**config.mk**
```make
export PLATFORM = sky130hd
export DESIGN_NAME = ptw_two_level
export DESIGN_NICKNAME = d
export VERILOG_FILES = /design/src/rtl/ptw_pkg.sv /design/src/rtl/ptw_vaddr_split.sv /design/src/rtl/ptw_entry_addr.sv /design/src/rtl/ptw_pte_decode.sv /design/src/rtl/ptw_walk_ctrl.sv /design/src/rtl/ptw_two_level.sv
export SDC_FILE = /design/constraint.sdc
export NUM_CORES = 1
export LEC_CHECK = 0
export BUFFER_PORTS_ARGS = -buffer_cell sky130_fd_sc_hd__buf_2
export CORE_ASPECT_RATIO = 2
export CORE_UTILIZATION = 52
export DETAILED_ROUTE_END_ITERATION = 10
export GPL_TIMING_DRIVEN = 0
export PLACE_DENSITY = 0.84
export RECOVER_POWER = 25
export REMOVE_ABC_BUFFERS = 1
export SETUP_SLACK_MARGIN = 0.02
export SLEW_MARGIN = 20
export SYNTH_ARGS = -nofsm -noshare
export SYNTH_HDL_FRONTEND = slang
export SYNTH_SLANG_ARGS = --single-unit
```
**constraint.sdc**
```tcl
create_clock -name clk -period 3.02 [get_ports clk]
set_clock_uncertainty 0.15 [all_clocks]
set_input_delay 0.906 -clock clk [delete_from_list [all_inputs] [get_ports clk]]
set_output_delay 0.906 -clock clk [all_outputs]
set_load 0.01 [all_outputs]
```
**src/rtl/ptw_pkg.sv**
```systemverilog
// ptw_pkg: shared geometry defaults and walk state encoding for the
// two-level page table walker. Assumes byte addressing of table memory.
package ptw_pkg;
    localparam int DEF_OFF_W = 12;   // page offset bits (4096-byte pages)
    localparam int DEF_IDX_W = 10;   // index bits per table level
    localparam int DEF_PTE_W = 16;   // entry width, top bit = present

    typedef enum logic [2:0] {
        ST_IDLE = 3'd0,
        ST_RD1  = 3'd1,
        ST_WT1  = 3'd2,
        ST_RD2  = 3'd3,
        ST_WT2  = 3'd4,
        ST_RSP  = 3'd5
    } walk_state_t;
endpackage

```
**src/rtl/ptw_vaddr_split.sv**
```systemverilog
// ptw_vaddr_split: cuts a virtual address into root index, leaf index and
// page offset. Assumes the address is exactly 2*IDX_W+OFF_W bits wide.
module ptw_vaddr_split #(
    parameter int OFF_W = 12,
    parameter int IDX_W = 10,
    localparam int VA_W = 2 * IDX_W + OFF_W
) (
    input  logic [VA_W-1:0]  vaddr,
    output logic [IDX_W-1:0] idx_root,
    output logic [IDX_W-1:0] idx_leaf,
    output logic [OFF_W-1:0] offset
);
    // Field extraction by wiring only.
    always_comb begin
        idx_root = vaddr[VA_W-1 -: IDX_W];
        idx_leaf = vaddr[OFF_W + IDX_W - 1 -: IDX_W];
        offset   = vaddr[OFF_W-1:0];
    end
endmodule

```
**src/rtl/ptw_entry_addr.sv**
```systemverilog
// ptw_entry_addr: byte address of one table entry. A table spans
// 2^IDX_W entries of two bytes, so base = tnum << (IDX_W+1) and the
// entry sits at base + idx*2; both collapse to a concatenation.
// Assumes 16-bit entries (two bytes each).
module ptw_entry_addr #(
    parameter int IDX_W  = 10,
    parameter int TNUM_W = 15,
    localparam int MA_W  = TNUM_W + IDX_W + 1
) (
    input  logic [TNUM_W-1:0] tnum,
    input  logic [IDX_W-1:0]  idx,
    output logic [MA_W-1:0]   byte_addr
);
    // Concatenate table number, index and the zero byte-select bit.
    always_comb byte_addr = {tnum, idx, 1'b0};
endmodule

```
**src/rtl/ptw_pte_decode.sv**
```systemverilog
// ptw_pte_decode: splits a table entry into present flag and number.
// Assumes the present flag is the most significant entry bit.
module ptw_pte_decode #(
    parameter int PTE_W = 16,
    localparam int NUM_W = PTE_W - 1
) (
    input  logic [PTE_W-1:0] pte,
    output logic             present,
    output logic [NUM_W-1:0] num
);
    // Flag and payload extraction.
    always_comb begin
        present = pte[PTE_W-1];
        num     = pte[NUM_W-1:0];
    end
endmodule

```
**src/rtl/ptw_walk_ctrl.sv**
```systemverilog
// ptw_walk_ctrl: sequencing of the walk. One read per level, each read
// followed by a wait cycle in which the returned entry is consumed.
// Assumes memory data is valid exactly one cycle after the read strobe.
module ptw_walk_ctrl
    import ptw_pkg::*;
(
    input  logic clk,
    input  logic rst_n,
    input  logic req_valid,
    input  logic rsp_ready,
    input  logic pte_present,
    output logic accept,
    output logic rd_en,
    output logic rd_leaf,
    output logic cap_root,
    output logic cap_leaf,
    output logic idle,
    output logic rsp_valid
);
    walk_state_t state_q, state_d;

    // Next-state selection for the walk.
    always_comb begin
        state_d = state_q;
        unique case (state_q)
            ST_IDLE: if (req_valid) state_d = ST_RD1;
            ST_RD1:  state_d = ST_WT1;
            ST_WT1:  state_d = pte_present ? ST_RD2 : ST_RSP;
            ST_RD2:  state_d = ST_WT2;
            ST_WT2:  state_d = ST_RSP;
            ST_RSP:  if (rsp_ready) state_d = ST_IDLE;
            default: state_d = ST_IDLE;
        endcase
    end

    // State register with synchronous reset.
    always_ff @(posedge clk) begin
        if (!rst_n) state_q <= ST_IDLE;
        else        state_q <= state_d;
    end

    // Output decode from the current state.
    always_comb begin
        idle      = (state_q == ST_IDLE);
        accept    = idle && req_valid;
        rd_en     = (state_q == ST_RD1) || (state_q == ST_RD2);
        rd_leaf   = (state_q == ST_RD2);
        cap_root  = (state_q == ST_WT1);
        cap_leaf  = (state_q == ST_WT2);
        rsp_valid = (state_q == ST_RSP);
    end
endmodule

```
**src/rtl/ptw_two_level.sv**
```systemverilog
// ptw_two_level: two-level page table walker. Accepts a virtual address
// and root table number, reads the root entry, then (if present) the
// leaf entry, and returns {frame, offset} with a fault flag.
// Assumes a synchronous table memory with one-cycle read latency and
// byte addressing; the response is held until rsp_ready.
module ptw_two_level
    import ptw_pkg::*;
#(
    parameter int OFF_W = DEF_OFF_W,
    parameter int IDX_W = DEF_IDX_W,
    parameter int PTE_W = DEF_PTE_W,
    localparam int VA_W   = 2 * IDX_W + OFF_W,
    localparam int TNUM_W = PTE_W - 1,
    localparam int MA_W   = TNUM_W + IDX_W + 1,
    localparam int PA_W   = TNUM_W + OFF_W,
    localparam int LEVELS = 2
) (
    input  logic              clk,
    input  logic              rst_n,
    input  logic              req_valid,
    output logic              req_ready,
    input  logic [VA_W-1:0]   req_vaddr,
    input  logic [TNUM_W-1:0] req_root,
    output logic              rsp_valid,
    input  logic              rsp_ready,
    output logic [PA_W-1:0]   rsp_paddr,
    output logic              rsp_fault,
    output logic              mem_rd_en,
    output logic [MA_W-1:0]   mem_addr,
    input  logic [PTE_W-1:0]  mem_rdata
);
    logic [VA_W-1:0]   vaddr_q;
    logic [TNUM_W-1:0] root_q, leaf_tbl_q, frame_q;
    logic              fault_q;

    logic              accept, rd_leaf, cap_root, cap_leaf, idle;
    logic              pte_present;
    logic [TNUM_W-1:0] pte_num;
    logic [IDX_W-1:0]  idx_root, idx_leaf;
    logic [OFF_W-1:0]  offset;

    logic [TNUM_W-1:0] lvl_tnum [LEVELS];
    logic [IDX_W-1:0]  lvl_idx  [LEVELS];
    logic [MA_W-1:0]   lvl_addr [LEVELS];

    ptw_walk_ctrl u_ctrl (
        .clk         (clk),
        .rst_n       (rst_n),
        .req_valid   (req_valid),
        .rsp_ready   (rsp_ready),
        .pte_present (pte_present),
        .accept      (accept),
        .rd_en       (mem_rd_en),
        .rd_leaf     (rd_leaf),
        .cap_root    (cap_root),
        .cap_leaf    (cap_leaf),
        .idle        (idle),
        .rsp_valid   (rsp_valid)
    );

    ptw_vaddr_split #(.OFF_W(OFF_W), .IDX_W(IDX_W)) u_split (
        .vaddr    (vaddr_q),
        .idx_root (idx_root),
        .idx_leaf (idx_leaf),
        .offset   (offset)
    );

    ptw_pte_decode #(.PTE_W(PTE_W)) u_decode (
        .pte     (mem_rdata),
        .present (pte_present),
        .num     (pte_num)
    );

    // Per-level table number and index feeding the address generators.
    always_comb begin
        lvl_tnum[0] = root_q;
        lvl_idx[0]  = idx_root;
        lvl_tnum[1] = leaf_tbl_q;
        lvl_idx[1]  = idx_leaf;
    end

    for (genvar g = 0; g < LEVELS; g++) begin : g_lvl
        ptw_entry_addr #(.IDX_W(IDX_W), .TNUM_W(TNUM_W)) u_addr (
            .tnum      (lvl_tnum[g]),
            .idx       (lvl_idx[g]),
            .byte_addr (lvl_addr[g])
        );
    end

    // Select the entry address of the level being read.
    always_comb mem_addr = rd_leaf ? lvl_addr[1] : lvl_addr[0];

    // Request capture and per-level result capture.
    always_ff @(posedge clk) begin
        if (!rst_n) begin
            vaddr_q    <= '0;
            root_q     <= '0;
            leaf_tbl_q <= '0;
            frame_q    <= '0;
            fault_q    <= 1'b0;
        end else begin
            if (accept) begin
                vaddr_q <= req_vaddr;
                root_q  <= req_root;
                fault_q <= 1'b0;
            end
            if (cap_root) begin
                leaf_tbl_q <= pte_num;
                if (!pte_present) begin
                    fault_q <= 1'b1;
                    frame_q <= '0;
                end
            end
            if (cap_leaf) begin
                frame_q <= pte_num;
                fault_q <= !pte_present;
            end
        end
    end

    // Handshake and result outputs.
    always_comb begin
        req_ready = idle;
        rsp_paddr = {frame_q, offset};
        rsp_fault = fault_q;
    end
endmodule

```
# Word level (Yosys, flattened, before mapping)
# Cells that the tools add are included.
# op_classes
n_eq_ne	8
n_mux	12
n_reduce_logical	7
# op_table
cell	n
$mux W15	3
$mux W26	1
$pmux W3 S6	1
$mux W3	3
$eq A3 B2 Y1 const B	2
$eq A3 B3 Y1 const B	2
$mux W1	4
$ne A2 B1 Y1 const B	2
$reduce_and A2 Y1	2
$eq A3 B1 Y1 const B	1
$logic_not A3 Y1	1
$ne A2 B2 Y1 const B	1
$reduce_bool A2 Y1	1
$logic_and A1 B1 Y1	1
$logic_not A1 Y1	1
$logic_or A1 B1 Y1	1
# word_totals
register_bits	81
inputBits	67

# Longest topological paths before layout
# Gate-level depths: netlist of the first run.
# depth
depth_word	6
ltp_mapped	6
mapped_depth_nobuf	3

# By module
# Synthesis of the first run repeated with hierarchy kept, for this count alone.
# hier_totals
cells_unflattened	428
area_unflattened_um2	4359.2
# by_module_without_submodules
module	n_inst	cells_each	area_each_um2
ptw_two_level	1	301	3355.7
ptw_entry_addr	2	27	198.9
ptw_walk_ctrl	1	25	245.2
ptw_vaddr_split	1	32	240.2
ptw_pte_decode	1	16	120.1

# Least setup slack after synthesis of the first run
# OpenSTA, ideal clock, no wires.
# synth_path
path_type	reg2out
from	register u_ctrl.state_q[2]
to	output port mem_addr[10]
t_arrival_ns	1.436
required_ns	1.964
setup_slack_ns	0.528
stages_incl_launch_ff	6
n_path_buf	2
path_cell_list	dfxtp_1 buf_2 and2b_1 nand2_2 buf_6 mux2_1
# synth_between
elab_chain_cells	2
# synth_lines
item	line	rtl
from (decl)	ptw_walk_ctrl.sv:20	walk_state_t state_q, state_d;
from (signal assigned)	ptw_walk_ctrl.sv:39	else state_q <= state_d;
$eq A3 B2 Y1	ptw_walk_ctrl.sv:47	rd_leaf = (state_q == ST_RD2);
$mux W26	ptw_two_level.sv:91	always_comb mem_addr = rd_leaf ? lvl_addr[1] : lvl_addr[0];
to (decl)	ptw_two_level.sv:29	output logic [MA_W-1:0] mem_addr,
# No other way between the ends.

# Worst setup path after layout of the first run
# layout_path
from	register u_ctrl.state_q[0]
to	output port mem_addr[8]
# The elaborated chain is that of the path after synthesis.

==> reports/metrics.csv, run 1 <==
stage,metric,value,unit
cts,clk buf depth,2,
final_layout,fraction of layout cells with a size suffix above 1,0.254,
synth,top cell type's share of synthesized area,0.494,
sta,Max-slew headroom,-0.132,
routing,met1 wire length,3010,um
setup_path,WP data required,1.96,ns
final_layout,"commonest non-fill, non-tap cell in the layout",buf_2,
floorplan,Die W,58.2,um
grt,gr ovfl total,0,
grt,vias in the first global route,2795,
synth,Mapped Avg Cell Area,8.85,um^2
setup_path,CP Launch Point,u_ctrl.state_q[0],
routing,DR pass1 iterations,6,
power_and_ir_drop,Clk pwr share,0.396,
setup_path,critical path arrival,1.82,ns
grt,GRT Total Usage,0.242,
power_and_ir_drop,Psw,664,uW
floorplan,Die ar.,0.00666,mm^2
synth,synth top area cells,"dfxtp_1, nand2_1, mux2_1",
cts,TritonCTS buffer count,9,
min_path,hold depth,2,
setup_path,R2R Path End,leaf_tbl_q[6],
synth,Synth async-reset ratio,0,
place,Buffers on Ports,122,
sta,unrepaired setup endpoints after global routing,no,
routing,DRC,0,
power_and_ir_drop,Power Density,625,mW/mm^2
place,HPWL after DPL,5460,um
power_and_ir_drop,Reg power frac,0.458,
setup_path,Crit Path Max Fanout,25,
routing,initial drt markers,112,
min_path,Worst Hold Class,reg -> reg,
routing,total number of vias,2919,
cts,Post-CTS Setup Inserts,0,
power_and_ir_drop,Max VDD drop,0.475,mV
power_and_ir_drop,Comb power frac,0.146,
final_layout,"commonest non-fill, non-tap cells in the layout","buf_2, nand2_1, dfxtp_1",
setup_path,reg-to-reg critical path startpoint,u_ctrl.state_q[1],
floorplan,Initial Util,0.542,
routing,met2 routed WL,4190,um
cts,H-tree levels,3,
power_and_ir_drop,Pint,1960,uW
setup_path,kind of critical path,reg -> out,
routing,DR top layer,met4,
cts,clk_lat worst skew,0.33,ns
synth,Synth cell types,33,
place,gpl congestion,0.769,
sta,Final Cycle Share,0.953,
sta,post-route setup TNS,0,ns
outcome,status,"finished, violations left",
cts,CTS clock-pin slew for the worst setup and hold paths,0.06,ns
final_layout,"Area growth, synth to finish",27.7,%
cts,CTS tree,yes,
power_and_ir_drop,P_leak,0.00178,uW
sta,Worst Max-Slew Pin Slew,1.69,ns
setup_path,critical path capture point type,primary output,
setup_path,R2R cell count,3,
floorplan,I/O pins,124,
power_and_ir_drop,switching part of the total,0.253,
synth,mapped cell area,0.00328,mm^2
routing,vias per cell,5.18,
synth,Post-Synthesis Cells,371,
synth,"area leader, netlist",dfxtp_1,
sta,min Tclk post-route,2.88,ns
synth,Synth warnings,0,
synth,register area share after synthesis,0.494,
floorplan,Die Y,114,um
synth,Post-synth EDFFs,0,
grt,first-pass GRT wire length,12200,um
sta,final setup fails,0,
final_layout,ANT cells,0,
final_layout,Non-Filler Instances,564,
synth,ys flop type,dfxtp_1,
setup_path,Setup crit end,mem_addr[8],
cts,CTS sink count,81,
sta,Final Hold Fails,0,
cts,Root Buffer,clkbuf_16,
grt,initial antenna violation count,0,
setup_path,Critical Path Start Type,flop,
synth,"FF+latch count, synth",81,
routing,Total Wirelength,7750,um
cts,cts hold-fix bufs,0,
routing,WL/cell,13.7,um
routing,met3 wire len,310,um
place,Placed Cells,548,
floorplan,core area,0.00606,mm^2
flow_run,Max Cap Violations,1,
final_layout,nets,542,
grt,pin count of the biggest net entering global routing,60,
routing,DRT antenna net count,0,
sta,max-slew violation count,16,
setup_path,slack of the worst reg-to-reg path,0.58,ns
floorplan,FP Rows,40,
outcome,failing checks,"max-capacitance violations, max-slew violations",
sta,fmax,348,MHz
final_layout,post-layout util,0.692,
[stage by stage]
stage	worst slack, ns	hold WS [ns]	total power [uW]	area, um^2
after floorplan	-2.22	0.274	1410	3120
after detailed placement	0.00799	0.289	1610	3920
after global routing	0.0434	0.318	2740	4190
after global placement	-3.77	0.282	1570	3830
final	0.143	0.295	2620	4190
after CTS	0.0273	0.297	2650	4220
[final cells by class]
type,instances,area [um^2]
clock buffers,14,284
clock inverters,2,10.0
fillers,535,1860
inverters,2,7.51
multi-input cells,253,1500
flip-flops and latches,81,1630
well taps,84,105
repair buffers,128,654
[power groups by stage]
stage | Clock (uW) | Sequential [uW] | Combinational (uW)
after CTS | 1060 | 1200 | 389
after global routing | 1110 | 1210 | 421
after global placement | 0 | 1210 | 352
final | 1040 | 1200 | 382
after detailed placement | 0 | 1220 | 386
after floorplan | 0 | 1220 | 188
[Yosys cell counts (2+ instances only)]
cell type	instances
a21boi_0	6
a21boi_1	10
a22o_1	15
buf_2	14
buf_6	2
clkbuf_1	16
dfxtp_1	81
inv_1	2
mux2_1	25
nand2_1	78
nand2b_1	2
nand3_1	47
nor2_1	3
nor3_1	2
nor3b_2	2
nor4b_2	2
o21ai_0	22
o21ai_1	26
o31a_1	2
[sequential cells by signal (all words and copies together), names as in the netlist]
register and flops:
u_ctrl.state_q 3, root_q 15, rsp_fault 1, frame_q 15, leaf_tbl_q 15, vaddr_q 32
[critical path, cell delays in order (launching register included)]
cell,delay (ns)
dfxtp_2,0.47
and2b_1,0.28
nand2_8,0.19
mux2_1,0.39
buf_2,0.15
[kinds of logic (layout without fill, tap and decap cells)]
kind of cell | Yosys count | count (layout) | synth area share
buf+inv | 37 | 146 | 0.0537
flops | 81 | 81 | 0.494
compound gates | 83 | 83 | 0.160
other cells | 1 | 1 | 0.00114
simple gates | 144 | 144 | 0.206
mux | 25 | 25 | 0.0857
[layer usage]
metal  vias up  GRT usage
li1       1482          -
met1      1318      0.244
met2        97      0.447
met3        22     0.0520
met4         0      0.130
met5         -          0
[worst min path at each step]
stage / startpoint / to / slack [ns]
global route: vaddr_q[25] / vaddr_q[25] / 0.32
detailed placement: vaddr_q[20] / vaddr_q[20] / 0.29
finish: vaddr_q[25] / vaddr_q[25] / 0.29
floorplan: vaddr_q[13] / vaddr_q[13] / 0.27
CTS: vaddr_q[25] / vaddr_q[25] / 0.30
global placement: vaddr_q[18] / vaddr_q[18] / 0.28
[what timing repair did]
action                                  4_1_cts  5_1_grt
endpoints found under the hold margin         0        0
endpoints found under the setup margin       25       25
gates resized for setup                       3        3
Note: power is estimated with default switching activity, not from simulation.
==> run 2, diff against run 1 <==
RECOVER_POWER = not set   (was 25)
==> run 2 against run 1 <==
The run now ends clean. Hold slack is essentially flat. Global-route usage did not move. Utilization rose by 0.66 points. Routed wire length down 0.18%. First-iteration DRC count is 0.89% lower. Sequential cell count did not move. Critical path depth unchanged. Die area stayed put. Combinational power rose by 2%. Sequential power about the same. Via count is 0.38% lower. Critical path type unchanged.
==> reports/metrics.csv, run 2 (same netlist as run 1, synthesis figures left out) <==
stage,metric,value,unit,change
outcome,status,"complete, no violations",,
routing,DRT antenna net count,0,,unchanged
cts,H-tree levels,3,,unchanged
routing,WL/cell,13.7,um,-0.18%
setup_path,Critical Path Start Type,flop,,
power_and_ir_drop,Comb power frac,0.148,,+0.002
routing,total number of vias,2908,,-0.38%
final_layout,Layout fillers,516,,-3.6%
cts,CTS clock-pin slew for the worst setup and hold paths,0.06,ns,about the same
sta,min Tclk post-route,2.89,ns,+0.00880 ns
grt,pin count of the biggest net entering global routing,60,,unchanged
power_and_ir_drop,Power Density,620,mW/mm^2,-0.79%
final_layout,"Area growth, synth to finish",28.9,%,
power_and_ir_drop,Final Power,2630,uW,+0.16%
grt,GRT Total Usage,0.242,,unchanged
place,Buffers on Ports,122,,unchanged
cts,CTS sink count,81,,unchanged
sta,final setup fails,0,,unchanged
final_layout,"commonest non-fill, non-tap cell in the layout",buf_2,,
floorplan,Die ar.,0.00666,mm^2,unchanged
setup_path,Crit path largest cell delay,0.48,ns,about the same
grt,gr ovfl total,0,,unchanged
sta,fmax,347,MHz,-0.30%
routing,DR pass1 iterations,4,,-2
routing,initial drt markers,111,,-0.89%
cts,clk buf depth,2,,unchanged
cts,Root Buffer,clkbuf_16,,
routing,Total Wirelength,7740,um,-0.18%
min_path,hold depth,2,,unchanged
final_layout,ANT cells,0,,unchanged
sta,max-slew violation count,0,,-16
routing,DRC,0,,unchanged
sta,unrepaired setup endpoints after global routing,no,,
sta,final hold slack,0.295,ns,+0.000451 ns
power_and_ir_drop,Reg power frac,0.457,,about the same
setup_path,kind of critical path,reg -> out,,
sta,Max-slew headroom,0.325,,+0.457
setup_path,slowest CP cell,dfxtp_2,,
grt,initial antenna violation count,0,,unchanged
final_layout,nets,542,,unchanged
floorplan,I/O pins,124,,unchanged
power_and_ir_drop,Clk pwr share,0.395,,about the same
place,HPWL after DPL,5460,um,unchanged
power_and_ir_drop,Pint,1960,uW,+0.30%
power_and_ir_drop,P_leak,0.00190,uW,+6.8%
cts,CTS tree,yes,,
power_and_ir_drop,Psw,663,uW,-0.26%
setup_path,critical path arrival,1.83,ns,about the same
min_path,Worst Hold Class,reg -> reg,,
setup_path,Crit Path Max Fanout,25,,unchanged
sta,Final Hold Fails,0,,unchanged
setup_path,critical path capture point type,primary output,,
cts,clk_lat worst skew,0.33,ns,about the same
grt,first-pass GRT wire length,12200,um,unchanged
floorplan,FP Rows,40,,unchanged
grt,vias in the first global route,2795,,unchanged
floorplan,Die W,58.2,um,unchanged
floorplan,core area,0.00606,mm^2,unchanged
floorplan,Die Y,114,um,unchanged
final_layout,most flop-heavy register,vaddr_q,,
flow_run,Max Cap Violations,0,,-1
routing,vias per cell,5.16,,-0.38%
floorplan,Initial Util,0.542,,unchanged
setup_path,WP data required,1.96,ns,about the same
cts,Post-CTS Setup Inserts,0,,unchanged
final_layout,max reg flops,32,,unchanged
power_and_ir_drop,Max VDD drop,0.472,mV,-0.64%
cts,TritonCTS buffer count,9,,unchanged
sta,Final Cycle Share,0.955,,+0.00291
setup_path,R2R cell count,5,,+2
sta,Worst Max-Slew Pin Slew,1.01,ns,-0.686 ns
final_layout,"commonest non-fill, non-tap cells in the layout","buf_2, nand2_1, dfxtp_1",,
power_and_ir_drop,switching part of the total,0.252,,-0.00106
final_layout,fraction of layout cells with a size suffix above 1,0.315,,+0.0604
place,gpl congestion,0.769,,unchanged
setup_path,cells along the critical path,"and2b_1, nand2_8, mux2_1, buf_2",,
==> run 2: cell types whose count changed in the layout (fill, tap and decap cells not counted) <==
cell / before / now
buf_2: 93 / 121
clkbuf_1: 29 / 1
nor3b_1: 2 / 1
nor3b_2: 1 / 2
==> run 2: routing by layer <==
| layer | vias up | wire length (um) | track usage | share of wire |
|---|---|---|---|---|
| li1 | 1484 | - | - | - |
| met4 | 0 | 229 | 0.130 | 0.030 |
| met1 | 1321 | 3030 | 0.244 | 0.39 |
| met3 | 19 | 285 | 0.0520 | 0.037 |
| met5 | - | 0 | 0 | 0 |
| met2 | 84 | 4200 | 0.447 | 0.54 |
==> run 2: area by class of cell <==
class                      instances  area, um^2  share of cell area
sequential                        81        1630               0.385
tap                               84         105              0.0248
clock inverter                     2        10.0             0.00236
multi-input combinational        253        1510               0.356
timing repair buffer             128         689               0.163
clock buffer                      14         284              0.0671
inverter                           2        7.51             0.00177
==> run 2: worst max-delay path: cells and delay by family (launching register included) <==
kind / cells / cell delay, ns
flops: 1 / 0.48
simple gates: 2 / 0.47
mux: 1 / 0.39
buf+inv: 1 / 0.15
==> run 2: power groups by stage <==
stage                     registers (uW)  logic, uW  clock network, uW
after floorplan                     1220        188                  0
after global placement              1210        352                  0
after detailed placement            1220        386                  0
after CTS                           1200        389               1060
after global routing                1210        427               1110
final                               1200        388               1040
==> run 2: metrics by stage <==
stage                     setup WS, ns  utilization  setup TNS, ns  instances  instance area, um^2
after floorplan                  -2.22            -         -99.50        336                 3120
after detailed placement       0.00799        0.647              0        548                 3920
after global routing            0.0343        0.699              0        564                 4230
after CTS                       0.0273        0.697              0        564                 4220
after global placement           -3.77        0.633        -179.25        542                 3830
final                            0.134        0.699              0        564                 4230
==> run 2: path summary, 6_finish.rpt <==
| path | from | end | slack, ns |
|---|---|---|---|
| worst max-delay path | u_ctrl.state_q[0] | mem_addr[8] | 0.13 |
| worst min-delay path | vaddr_q[25] | vaddr_q[25] | 0.30 |
| worst max register to register | u_ctrl.state_q[2] | root_q[5] | 1.00 |
| worst min register to register | vaddr_q[25] | vaddr_q[25] | 0.30 |
==> run 2: repair_timing <==
action / CTS / global route
hold buffers: 0 / 0
hold endpoints to repair: 0 / 0
setup endpoints to repair: 25 / 25
gates resized for setup: 3 / 3
